===== config.mk =====
export PLATFORM = sky130hd
export DESIGN_NAME = evcnt_bank
export DESIGN_NICKNAME = d
export VERILOG_FILES = /design/src/rtl/evcnt_pkg.sv /design/src/rtl/evcnt_cfg.sv /design/src/rtl/evcnt_cell.sv /design/src/rtl/evcnt_cycle.sv /design/src/rtl/evcnt_bank.sv
export SDC_FILE = /design/constraint.sdc
export NUM_CORES = 2
export LEC_CHECK = 0
export BUFFER_PORTS_ARGS = -buffer_cell sky130_fd_sc_hd__clkbuf_2
export CORE_UTILIZATION = 30
export DETAILED_ROUTE_END_ITERATION = 12
export PLACE_DENSITY = 0.44
export SLEW_MARGIN = 20
export SYNTH_ARGS = -nofsm -noshare
export SYNTH_HDL_FRONTEND = slang
export SYNTH_SLANG_ARGS = --single-unit
export TNS_END_PERCENT = 100

===== constraint.sdc =====
create_clock -name clk -period 4.1 [get_ports clk]
set_input_delay 0.82 -clock clk [delete_from_list [all_inputs] [get_ports clk]]
set_output_delay 0.82 -clock clk [all_outputs]
set_load 0.05 [all_outputs]

===== src/rtl/evcnt_pkg.sv =====
package evcnt_pkg;
  localparam int LANES     = 4;
  localparam int TSEL_BASE = 19;

  localparam logic [11:0] OFF_CTRL = 12'hC00;
  localparam logic [11:0] OFF_TSEL = 12'hC08;
  localparam logic [11:0] OFF_PRE  = 12'hC0C;
  localparam logic [11:0] OFF_CYH  = 12'hC10;
  localparam logic [11:0] OFF_CYL  = 12'hC14;
  localparam logic [11:0] OFF_SEL0 = 12'hC68;
  localparam logic [11:0] OFF_CNT0 = 12'hC78;

  localparam int CTRL_START = 0;
  localparam int CTRL_STOP  = 1;
  localparam int CTRL_CLEAR = 2;
endpackage


===== src/rtl/evcnt_cfg.sv =====
module evcnt_cfg
  import evcnt_pkg::*;
#(
  parameter int NUM_CNT = 16,
  parameter int EV_W    = 64,
  parameter int AW      = 12,
  parameter int DW      = 32
) (
  input  logic                                   clk,
  input  logic                                   rst_n,
  input  logic                                   wr,
  input  logic [AW-1:0]                          addr,
  input  logic [DW-1:0]                          wdata,
  output logic                                   run,
  output logic                                   clr,
  output logic [NUM_CNT/LANES-1:0][DW-1:0]       sel_word,
  output logic [DW-1:0]                          tsel,
  output logic [NUM_CNT-1:0]                     cnt_en,
  output logic [NUM_CNT-1:0][$clog2(EV_W)-1:0]   cnt_ev,
  output logic [NUM_CNT-1:0]                     pl_hit
);
  localparam int SELW   = $clog2(EV_W);
  localparam int NSEL   = NUM_CNT / LANES;
  localparam int LANE_W = DW / LANES;

  logic          wr_ctrl;
  logic          wr_pre;
  logic [DW-1:0] pl_idx;

  assign wr_ctrl = wr && (addr == AW'(OFF_CTRL));
  assign wr_pre  = wr && (addr == AW'(OFF_PRE));
  assign clr     = wr_ctrl && wdata[CTRL_CLEAR];
  assign pl_idx  = tsel - DW'(TSEL_BASE);

  always_ff @(posedge clk) begin
    if (!rst_n) begin
      run  <= 1'b0;
      tsel <= '0;
    end else begin
      if (wr_ctrl) begin
        if (wdata[CTRL_STOP])       run <= 1'b0;
        else if (wdata[CTRL_START]) run <= 1'b1;
      end
      if (wr && (addr == AW'(OFF_TSEL))) tsel <= wdata;
    end
  end

  for (genvar k = 0; k < NSEL; k++) begin : g_sel
    always_ff @(posedge clk) begin
      if (!rst_n)                                      sel_word[k] <= '0;
      else if (wr && (addr == AW'(OFF_SEL0) + AW'(4*k))) sel_word[k] <= wdata;
    end
  end

  for (genvar n = 0; n < NUM_CNT; n++) begin : g_lane
    assign cnt_en[n] = sel_word[n/LANES][LANE_W*(n%LANES) + LANE_W - 1];
    assign cnt_ev[n] = sel_word[n/LANES][LANE_W*(n%LANES) +: SELW];
    assign pl_hit[n] = wr_pre && (pl_idx == DW'(n));
  end

  AST_STOP_WINS: assert property (@(posedge clk) disable iff (!rst_n)
    (wr_ctrl && wdata[CTRL_STOP]) |=> !run);
  AST_START_SETS: assert property (@(posedge clk) disable iff (!rst_n)
    (wr_ctrl && wdata[CTRL_START] && !wdata[CTRL_STOP]) |=> run);
  AST_RUN_HOLDS: assert property (@(posedge clk) disable iff (!rst_n)
    !wr_ctrl |=> $stable(run));
endmodule


===== src/rtl/evcnt_cell.sv =====
module evcnt_cell #(
  parameter int CNT_W = 32,
  parameter int EV_W  = 64
) (
  input  logic                     clk,
  input  logic                     rst_n,
  input  logic                     run,
  input  logic                     clr,
  input  logic                     en,
  input  logic [$clog2(EV_W)-1:0]  ev,
  input  logic [EV_W-1:0]          event_in,
  input  logic                     pl,
  input  logic [CNT_W-1:0]         pl_val,
  output logic [CNT_W-1:0]         count,
  output logic                     wrap
);
  logic hit;
  assign hit = run && en && event_in[ev];

  always_ff @(posedge clk) begin
    if (!rst_n || clr) begin
      count <= '0;
      wrap  <= 1'b0;
    end else if (pl) begin
      count <= pl_val;
      wrap  <= 1'b0;
    end else if (hit) begin
      count <= count + 1'b1;
      wrap  <= &count;
    end else begin
      wrap  <= 1'b0;
    end
  end

  AST_WRAP_ON_ROLLOVER: assert property (@(posedge clk) disable iff (!rst_n)
    wrap |-> (count == '0) && ($past(count) == '1) && $past(hit));
  AST_PRELOAD_WINS: assert property (@(posedge clk) disable iff (!rst_n)
    (pl && !clr) |=> (count == $past(pl_val)));
  AST_CLEAR_ZERO: assert property (@(posedge clk) disable iff (!rst_n)
    clr |=> (count == '0));
  AST_HOLD_IDLE: assert property (@(posedge clk) disable iff (!rst_n)
    (!hit && !pl && !clr) |=> $stable(count));
endmodule


===== src/rtl/evcnt_cycle.sv =====
module evcnt_cycle #(
  parameter int CYC_W = 56,
  parameter int DW    = 32
) (
  input  logic             clk,
  input  logic             rst_n,
  input  logic             run,
  input  logic             clr,
  input  logic             rd_hi,
  output logic [CYC_W-1:0] cyc,
  output logic [DW-1:0]    shadow
);
  always_ff @(posedge clk) begin
    if (!rst_n || clr) cyc <= '0;
    else if (run)      cyc <= cyc + 1'b1;
  end

  always_ff @(posedge clk) begin
    if (!rst_n)     shadow <= '0;
    else if (rd_hi) shadow <= cyc[DW-1:0];
  end

  AST_SHADOW_CAPTURE: assert property (@(posedge clk) disable iff (!rst_n)
    rd_hi |=> (shadow == $past(cyc[DW-1:0])));
  AST_CYCLE_HOLD: assert property (@(posedge clk) disable iff (!rst_n)
    (!run && !clr) |=> $stable(cyc));
endmodule


===== src/rtl/evcnt_bank.sv =====
module evcnt_bank
  import evcnt_pkg::*;
#(
  parameter int NUM_CNT = 16,
  parameter int CNT_W   = 32,
  parameter int CYC_W   = 56,
  parameter int EV_W    = 64,
  parameter int AW      = 12,
  parameter int DW      = 32
) (
  input  logic               clk,
  input  logic               rst_n,
  input  logic               bus_wr,
  input  logic               bus_rd,
  input  logic [AW-1:0]      bus_addr,
  input  logic [DW-1:0]      bus_wdata,
  output logic [DW-1:0]      bus_rdata,
  output logic               bus_rvalid,
  input  logic [EV_W-1:0]    event_in,
  output logic [NUM_CNT-1:0] wrap_pulse
);
  localparam int SELW = $clog2(EV_W);
  localparam int NSEL = NUM_CNT / LANES;

  logic                            run;
  logic                            clr;
  logic [NSEL-1:0][DW-1:0]         sel_word;
  logic [DW-1:0]                   tsel;
  logic [NUM_CNT-1:0]              cnt_en;
  logic [NUM_CNT-1:0][SELW-1:0]    cnt_ev;
  logic [NUM_CNT-1:0]              pl_hit;
  logic [NUM_CNT-1:0][CNT_W-1:0]   cnt;
  logic [CYC_W-1:0]                cyc;
  logic [DW-1:0]                   shadow;
  logic                            rd_hi;
  logic [DW-1:0]                   rd_mux;

  evcnt_cfg #(.NUM_CNT(NUM_CNT), .EV_W(EV_W), .AW(AW), .DW(DW)) u_cfg (
    .clk(clk), .rst_n(rst_n), .wr(bus_wr), .addr(bus_addr), .wdata(bus_wdata),
    .run(run), .clr(clr), .sel_word(sel_word), .tsel(tsel),
    .cnt_en(cnt_en), .cnt_ev(cnt_ev), .pl_hit(pl_hit)
  );

  for (genvar n = 0; n < NUM_CNT; n++) begin : g_cnt
    evcnt_cell #(.CNT_W(CNT_W), .EV_W(EV_W)) u_cell (
      .clk(clk), .rst_n(rst_n), .run(run), .clr(clr),
      .en(cnt_en[n]), .ev(cnt_ev[n]), .event_in(event_in),
      .pl(pl_hit[n]), .pl_val(bus_wdata[CNT_W-1:0]),
      .count(cnt[n]), .wrap(wrap_pulse[n])
    );
  end

  assign rd_hi = bus_rd && (bus_addr == AW'(OFF_CYH));

  evcnt_cycle #(.CYC_W(CYC_W), .DW(DW)) u_cyc (
    .clk(clk), .rst_n(rst_n), .run(run), .clr(clr), .rd_hi(rd_hi),
    .cyc(cyc), .shadow(shadow)
  );

  always_comb begin
    rd_mux = '0;
    if (bus_addr == AW'(OFF_TSEL)) rd_mux = tsel;
    if (bus_addr == AW'(OFF_CYH))  rd_mux = DW'(cyc[CYC_W-1:DW]);
    if (bus_addr == AW'(OFF_CYL))  rd_mux = shadow;
    for (int k = 0; k < NSEL; k++)
      if (bus_addr == AW'(OFF_SEL0) + AW'(4*k)) rd_mux = sel_word[k];
    for (int i = 0; i < NUM_CNT; i++)
      if (bus_addr == AW'(OFF_CNT0) + AW'(4*i)) rd_mux = DW'(cnt[i]);
  end

  always_ff @(posedge clk) begin
    if (!rst_n) begin
      bus_rvalid <= 1'b0;
      bus_rdata  <= '0;
    end else begin
      bus_rvalid <= bus_rd;
      if (bus_rd) bus_rdata <= rd_mux;
    end
  end

  AST_RVALID_AFTER_RD: assert property (@(posedge clk) disable iff (!rst_n)
    bus_rd |=> bus_rvalid);
  AST_NO_SPURIOUS_RVALID: assert property (@(posedge clk) disable iff (!rst_n)
    !bus_rd |=> !bus_rvalid);
endmodule


=== Yosys cells after proc, flatten, opt, wreduce, memory -nomap -nowiden ===
Cells that the tools add are included.

* $add $sub $neg: 18
* Magnitude comparators: 16
* Equality and inequality tests: 40
* Multiplexer cells: 89
* Bitwise operators: 16
* Reduce and logical (&&, ||, !) cells: 110

{| class="wikitable"
|+ Operator list
! kind !! number
|-
| $mux 32 || 55
|-
| $add 32x1->32 const B || 16
|-
| $reduce_and 32->1 || 16
|-
| $eq 12x12->1 const B || 25
|-
| $eq 32x4->1 const B || 8
|-
| $eq 32x3->1 const B || 4
|-
| $lt 6x7->1 const B || 16
|-
| $bmux 1 s6 || 16
|-
| $eq 32x2->1 const B || 2
|-
| $logic_and 1x1->1 || 57
|-
| $add 56x1->56 const B || 1
|-
| $reduce_or 3->1 || 16
|-
| $reduce_bool 2->1 || 17
|-
| $eq 32x1->1 const B || 1
|-
| $logic_not 32->1 || 1
|-
| $sub 32x5->32 const B || 1
|-
| $mux 1 || 18
|-
| $not 1->1 || 16
|-
| $reduce_and 2->1 || 1
|-
| $logic_not 1->1 || 1
|-
| $logic_or 1x1->1 || 1
|}

* Flip-flop bits (word level): 810
* Bits of input ports: 112
* Output and inout bits: 49
* Word-level logic and storage cells: 331

=== Depth between registers and ports, before layout ===
* Word-level depth: 24
* Mapped depth: 12

=== Modules after synthesis ===
A second synthesis with hierarchy kept.

* Cells, all modules: 6610
* Area, all modules: 56336.5 µm²

{| class="wikitable"
|+ By module, submodules not included
! module !! instances !! cells an instance !! area each (µm²) !! seq. area each (µm²)
|-
| evcnt_cell || 16 || 265 || 2366.0 || 660.6
|-
| evcnt_bank || 1 || 1115 || 7663.6 || 660.6
|-
| evcnt_cfg || 1 || 839 || 7039.3 || 3223.1
|-
| evcnt_cycle || 1 || 416 || 3777.4 || 1761.7
|}

=== Least setup slack after synthesis ===
No wires, ideal clock.

* Kind: in2reg
* Start point: input port bus_addr[1]
* End point: register g_cnt[1].u_cell.count[22]
* Data arrival time: 3141 ps
* Required time: 3967 ps
* Slack: 826 ps
* Cell stages on the path: 11
* Path through: or4_1 > buf_2 > nor2_1 > nand4_1 > or4_1 > nor3_1 > nand2_1 > clkbuf_1 > clkbuf_1 > o21ai_0 > a21oi_1

* Longest elaborated chain between the ends: 4
* Elaborated cells between the ends (all ways): 9

{| class="wikitable"
|+ RTL lines
! element !! line !! text
|-
| start: declaration || evcnt_bank.sv:15 || <nowiki>input logic [AW-1:0] bus_addr,</nowiki>
|-
| $eq 12x12->1, on equally long branches || evcnt_cfg.sv:31, evcnt_cfg.sv:30 ||
|-
| $logic_and 1x1->1, on equally long branches || evcnt_cfg.sv:31, evcnt_cfg.sv:30 ||
|-
| $logic_and 1x1->1, on equally long branches || evcnt_cfg.sv:58, evcnt_cfg.sv:32 ||
|-
| $mux 32, or another cell as far along || evcnt_cell.sv:24 || <nowiki>end else if (pl) begin</nowiki>
|-
| end signal: assignment || evcnt_cell.sv:25 || <nowiki>count <= pl_val;</nowiki>
|-
| end signal: assignment || evcnt_cell.sv:28 || <nowiki>count <= count + 1'b1;</nowiki>
|-
| end: declaration || evcnt_cell.sv:14 || <nowiki>output logic [CNT_W-1:0] count,</nowiki>
|}

Parallel ways exist; a longest one is shown, timed or not.
A chain may end at the register's enable or synchronous reset.

=== Worst setup path in the final report ===
* Start point: register u_cfg.sel_word, in the netlist u_cfg.cnt_ev[79]
* End point: register g_cnt[13].u_cell.count[18]

* Longest elaborated chain between the ends: 4

{| class="wikitable"
|+ RTL lines
! element !! line !! text
|-
| start: declaration || evcnt_cfg.sv:16 || <nowiki>output logic [NUM_CNT/LANES-1:0][DW-1:0] sel_word,</nowiki>
|-
| start signal: indexed assignment || evcnt_cfg.sv:51 || <nowiki>else if (wr && (addr == AW'(OFF_SEL0) + AW'(4*k))) sel_word[k] <= wdata;</nowiki>
|-
| $bmux 1 s6 || evcnt_cell.sv:18 || <nowiki>assign hit = run && en && event_in[ev];</nowiki>
|-
| $mux 1 (not written as such) || evcnt_cell.sv:18 ||
|-
| $logic_and 1x1->1 || evcnt_cell.sv:18 ||
|-
| $reduce_bool 2->1 (no source line) || - ||
|-
| end signal: assignment || evcnt_cell.sv:25 ||
|-
| end signal: assignment || evcnt_cell.sv:28 ||
|-
| end: declaration || evcnt_cell.sv:14 ||
|}

Every way passes these cells. The select of a mux whose other input is x is not followed.

==> results.sh <==
export IMPL_outcome="complete, but fails checks"
export IMPL_violations="design-rule violations"
export IMPL_r2r_setup_slack_ps=360
export IMPL_synth_area_leaders="dfxtp_1 30%, mux4_2 8.0%, a21oi_1 6.9%"
export IMPL_dp_hpwl_um=218000
export IMPL_ys_seq_elements=810
export IMPL_final_nets=6906
export IMPL_hold_start="u_cyc.shadow[21]$_SDFFE_PN0P_"
export IMPL_synth_top_family_by_area="simple AND/OR/NAND/NOR gates"
export IMPL_power_density_nw_per_um2=307
export IMPL_utilization_pct=35.4
export IMPL_num_rows=154
export IMPL_end_kind="flop"
export IMPL_syn_nets=6806
export IMPL_worstSetupPathType="reg2reg"
export IMPL_synth_compound_area_share_pct=20.9
export IMPL_clock_fmax_ghz=0.267
export IMPL_insertion_delay_ps=800
export IMPL_cts_sinks=810
export IMPL_start_util_pct=30.2
export IMPL_finalSetupViolations=0
export IMPL_final_max_slew_viol_count=0
export IMPL_ant_nets=0
export IMPL_grt_max_degree=194
export IMPL_final_area_um2=62400
export IMPL_hp_class="reg2reg"
export IMPL_critPathBufInv=2
export IMPL_synth_edff_count=0
export IMPL_cts_htree_levels=3
export IMPL_ys_warn_count=0
export IMPL_postSynthAreaPerCell_um2=7.98
export IMPL_crit_family="compound AO/OA/AOI/OAI gates"
export IMPL_post_drt_wl_per_cell_um=32.6
export IMPL_grt_pass1_vias=51700
export IMPL_r2r_start="u_cfg.cnt_ev[79]$_SDFFE_PN0P_"
export IMPL_grt_pass1_wl_um=416000
export IMPL_synth_adder_area_share_pct=0.399
export IMPL_drcViolationCount=44
export IMPL_place_area_um2=58800
export IMPL_min_to="u_cyc.shadow[21]$_SDFFE_PN0P_"
export IMPL_io_buffer_count=160
export IMPL_nFillCells=18400
export IMPL_fin_crit_sh_pct=91.2
export IMPL_place_congestion=1.02
export IMPL_synth_most_common_cell="dfxtp_1"
export IMPL_max_cap_violations=0
export IMPL_relSlewSlack_pct=18.4
export IMPL_postCtsResizedCells=0
export IMPL_cts_reportedPaths_clkPinSlew_ps=60
export IMPL_clock_skew_ps=82.2
export IMPL_rr_worst_depth=10
export IMPL_routed_via_density=6.14
export IMPL_drt_total_wl_um=300000
export IMPL_rsz0062_at_grt="no"
export IMPL_num_vias=56500
export IMPL_synthesis_area_um2=53300
export IMPL_fp_coreArea_um2=176000
export IMPL_cts_root_buffer="clkbuf_16"
export IMPL_synth_common_cells="810 x dfxtp_1, 751 x nand2_1, 731 x a21oi_1, 510 x clkbuf_1, 488 x o21ai_0"
export IMPL_timing_hold_ws_ps=455
export IMPL_cpPeakStageDelay_ps=1100
export IMPL_ys_types=92
export IMPL_grt_overflow=0
export IMPL_synthArstFlopShare_pct=0
export IMPL_cpMaxStageDelayCell="dfxtp_1"
export IMPL_peakVddDrop_uv=336
export IMPL_worstPathMaxFanout=15
export IMPL_synth_xor_area_share_pct=8.72
export IMPL_cp_cell_sequence="mux4_2 > mux2i_1 > nor2_1 > o31ai_2 > buf_4 > a21o_1 > buf_4 > nor3_1 > xnor2_1 > a211oi_1"
export IMPL_clock_path_buffers=3
export IMPL_muxShareOfSynthArea_pct=12.8
export IMPL_cts_inserted_buffers=102
export IMPL_synthSimpleGateAreaFrac_pct=21.1
export IMPL_detail_route_first_pass_iterations=13
export IMPL_cts_tree="yes"
export IMPL_initialDrtViolationCount=7487
export IMPL_yosysTopAreaCell="dfxtp_1"
export IMPL_cts_setup_buffers=0
export IMPL_design_die_area_um2=179000
export IMPL_crit_arrival_ps=4440
export IMPL_antenna_found_initial=22
export IMPL_ios=161
export IMPL_grt_usage_pct=32.3
export IMPL_tightest_slew_ps=1220
export IMPL_hold_viol_final=0
export IMPL_start_kind="flop"
export IMPL_hold_depth=2
export IMPL_synth_cells=6677
export IMPL_min_period_ps=3740
export IMPL_holdBufCountCts=0
export IMPL_synth_ff_type="dfxtp_1"
export IMPL_p_leak_nw=19.9
export IMPL_die_height_um=423
export IMPL_finalNonFillerCells=9216
export IMPL_r2r_end="g_cnt[13].u_cell.count[18]$_SDFFE_PP0P_"
export IMPL_crit_required_ps=4800
export IMPL_dp_cells=9013
export IMPL_area_growth_pct=17.2
export IMPL_die_w_um=423
export IMPL_cpMostUsedCell="buf_4"
export IMPL_drive_gt1_share_pct=16.3
export IMPL_synth_top_area_share_pct=30.5
export IMPL_yosysSeqAreaShare_pct=30.5
[state kept, by name, indices dropped and copies added, names as in the netlist]
name / flops
bus_rdata: 32
u_cfg.sel_word: 16
g_cnt.u_cell.count: 512
u_cfg.cnt_en: 16
u_cfg.cnt_ev: 96
u_cyc.cyc: 56
bus_rvalid: 1
u_cfg.run: 1
u_cfg.tsel: 32
g_cnt.u_cell.wrap: 16
u_cyc.shadow: 32
[how the worst max path moves through the flow]
stage / start / endpoint / slack [ps] / cells past startpoint
3_3_place_gp: bus_addr[1] / bus_rdata[8]$_SDFFE_PN0P_ / -170 / 10
4_1_cts: u_cfg.cnt_ev[79]$_SDFFE_PN0P_ / g_cnt[13].u_cell.count[18]$_SDFFE_PP0P_ / 420 / 10
3_5_place_dp: bus_addr[1] / bus_rdata[8]$_SDFFE_PN0P_ / -210 / 10
2_1_floorplan: bus_addr[1] / g_cnt[1].u_cell.count[22]$_SDFFE_PP0P_ / 830 / 11
5_1_grt: u_cfg.cnt_ev[79]$_SDFFE_PN0P_ / g_cnt[13].u_cell.count[16]$_SDFFE_PP0P_ / 170 / 10
6_report: u_cfg.cnt_ev[79]$_SDFFE_PN0P_ / g_cnt[13].u_cell.count[18]$_SDFFE_PP0P_ / 360 / 10
[layout by cell type (no fill, tap or decap), drive strengths merged, types with 13 or more instances in the layout]
cell / n
xnor2: 304
and4: 41
nor2: 414
nor2b: 44
or2: 15
nand2b: 27
xor2: 226
nand3: 255
dfxtp: 810
a222oi: 38
buf: 509
clkinv: 26
a2111oi: 14
nand2: 751
o22ai: 111
clkbuf: 297
nor4: 90
and2: 40
nor3b: 22
o221ai: 21
o21ai: 488
nor3: 183
ha: 17
a31oi: 23
a21oi: 731
or3: 26
mux4: 190
a22oi: 109
a221oi: 39
a211o: 13
o2111ai: 15
a211oi: 139
diode: 13
nand4: 156
and3: 154
mux2: 18
inv: 81
mux2i: 231
[cells by family (layout without fill, tap and decap cells)]
| group | count (synthesis) | count (layout) |
|---|---|---|
| fa+ha+maj | 17 | 17 |
| compound gates | 1857 | 1857 |
| other cells | 0 | 13 |
| simple gates | 2286 | 2286 |
| xor+xnor | 530 | 530 |
| buf+inv | 738 | 924 |
| mux | 439 | 439 |
| flops | 810 | 810 |
[report_power, final]
group / total [mW] / internal, mW / leakage, nW / switching, mW
combinational: 1.51 / 0.403 / 11.6 / 1.11
sequential: 7.89 / 7.88 / 6.52 / 0.0126
clock: 9.74 / 5.64 / 1.74 / 4.10
total: 19.1 / 13.9 / 19.9 / 5.22
[tightest hold or removal path, stage by stage (launching register included)]
cell     delay, ps
dfxtp_1        310
nand2_1         50
a21oi_1         50
[through the flow]
step	setup slack (ps)	setup TNS (ps)	total power, mW
floorplan	826	0	8.70
global placement	-174	-685	9.52
detailed placement	-206	-980	9.52
CTS	418	0	19.2
global route	174	0	19.6
finish	359	0	19.1
[area by class of cell]
class,instances,area [µm²],area share [%]
sequential,810,16200,26.0
clock inverter,39,524,0.840
antenna,13,32.5,0.0521
timing repair buffer,655,5140,8.24
tap,2340,2930,4.69
inverter,79,302,0.483
clock buffer,151,3030,4.85
multi-input combinational,5129,34200,54.8
[metal layers]
metal	vias up	global-route usage (%)	part of all wire, %	wire (µm)
met4	8	17.7	6.3	18800
li1	24700	-	-	-
met3	655	5.68	8.6	25800
met2	3066	50.1	45	134000
met5	-	0	0.020	61
met1	28100	42.3	41	122000
Power figures use the tool's default switching activity.
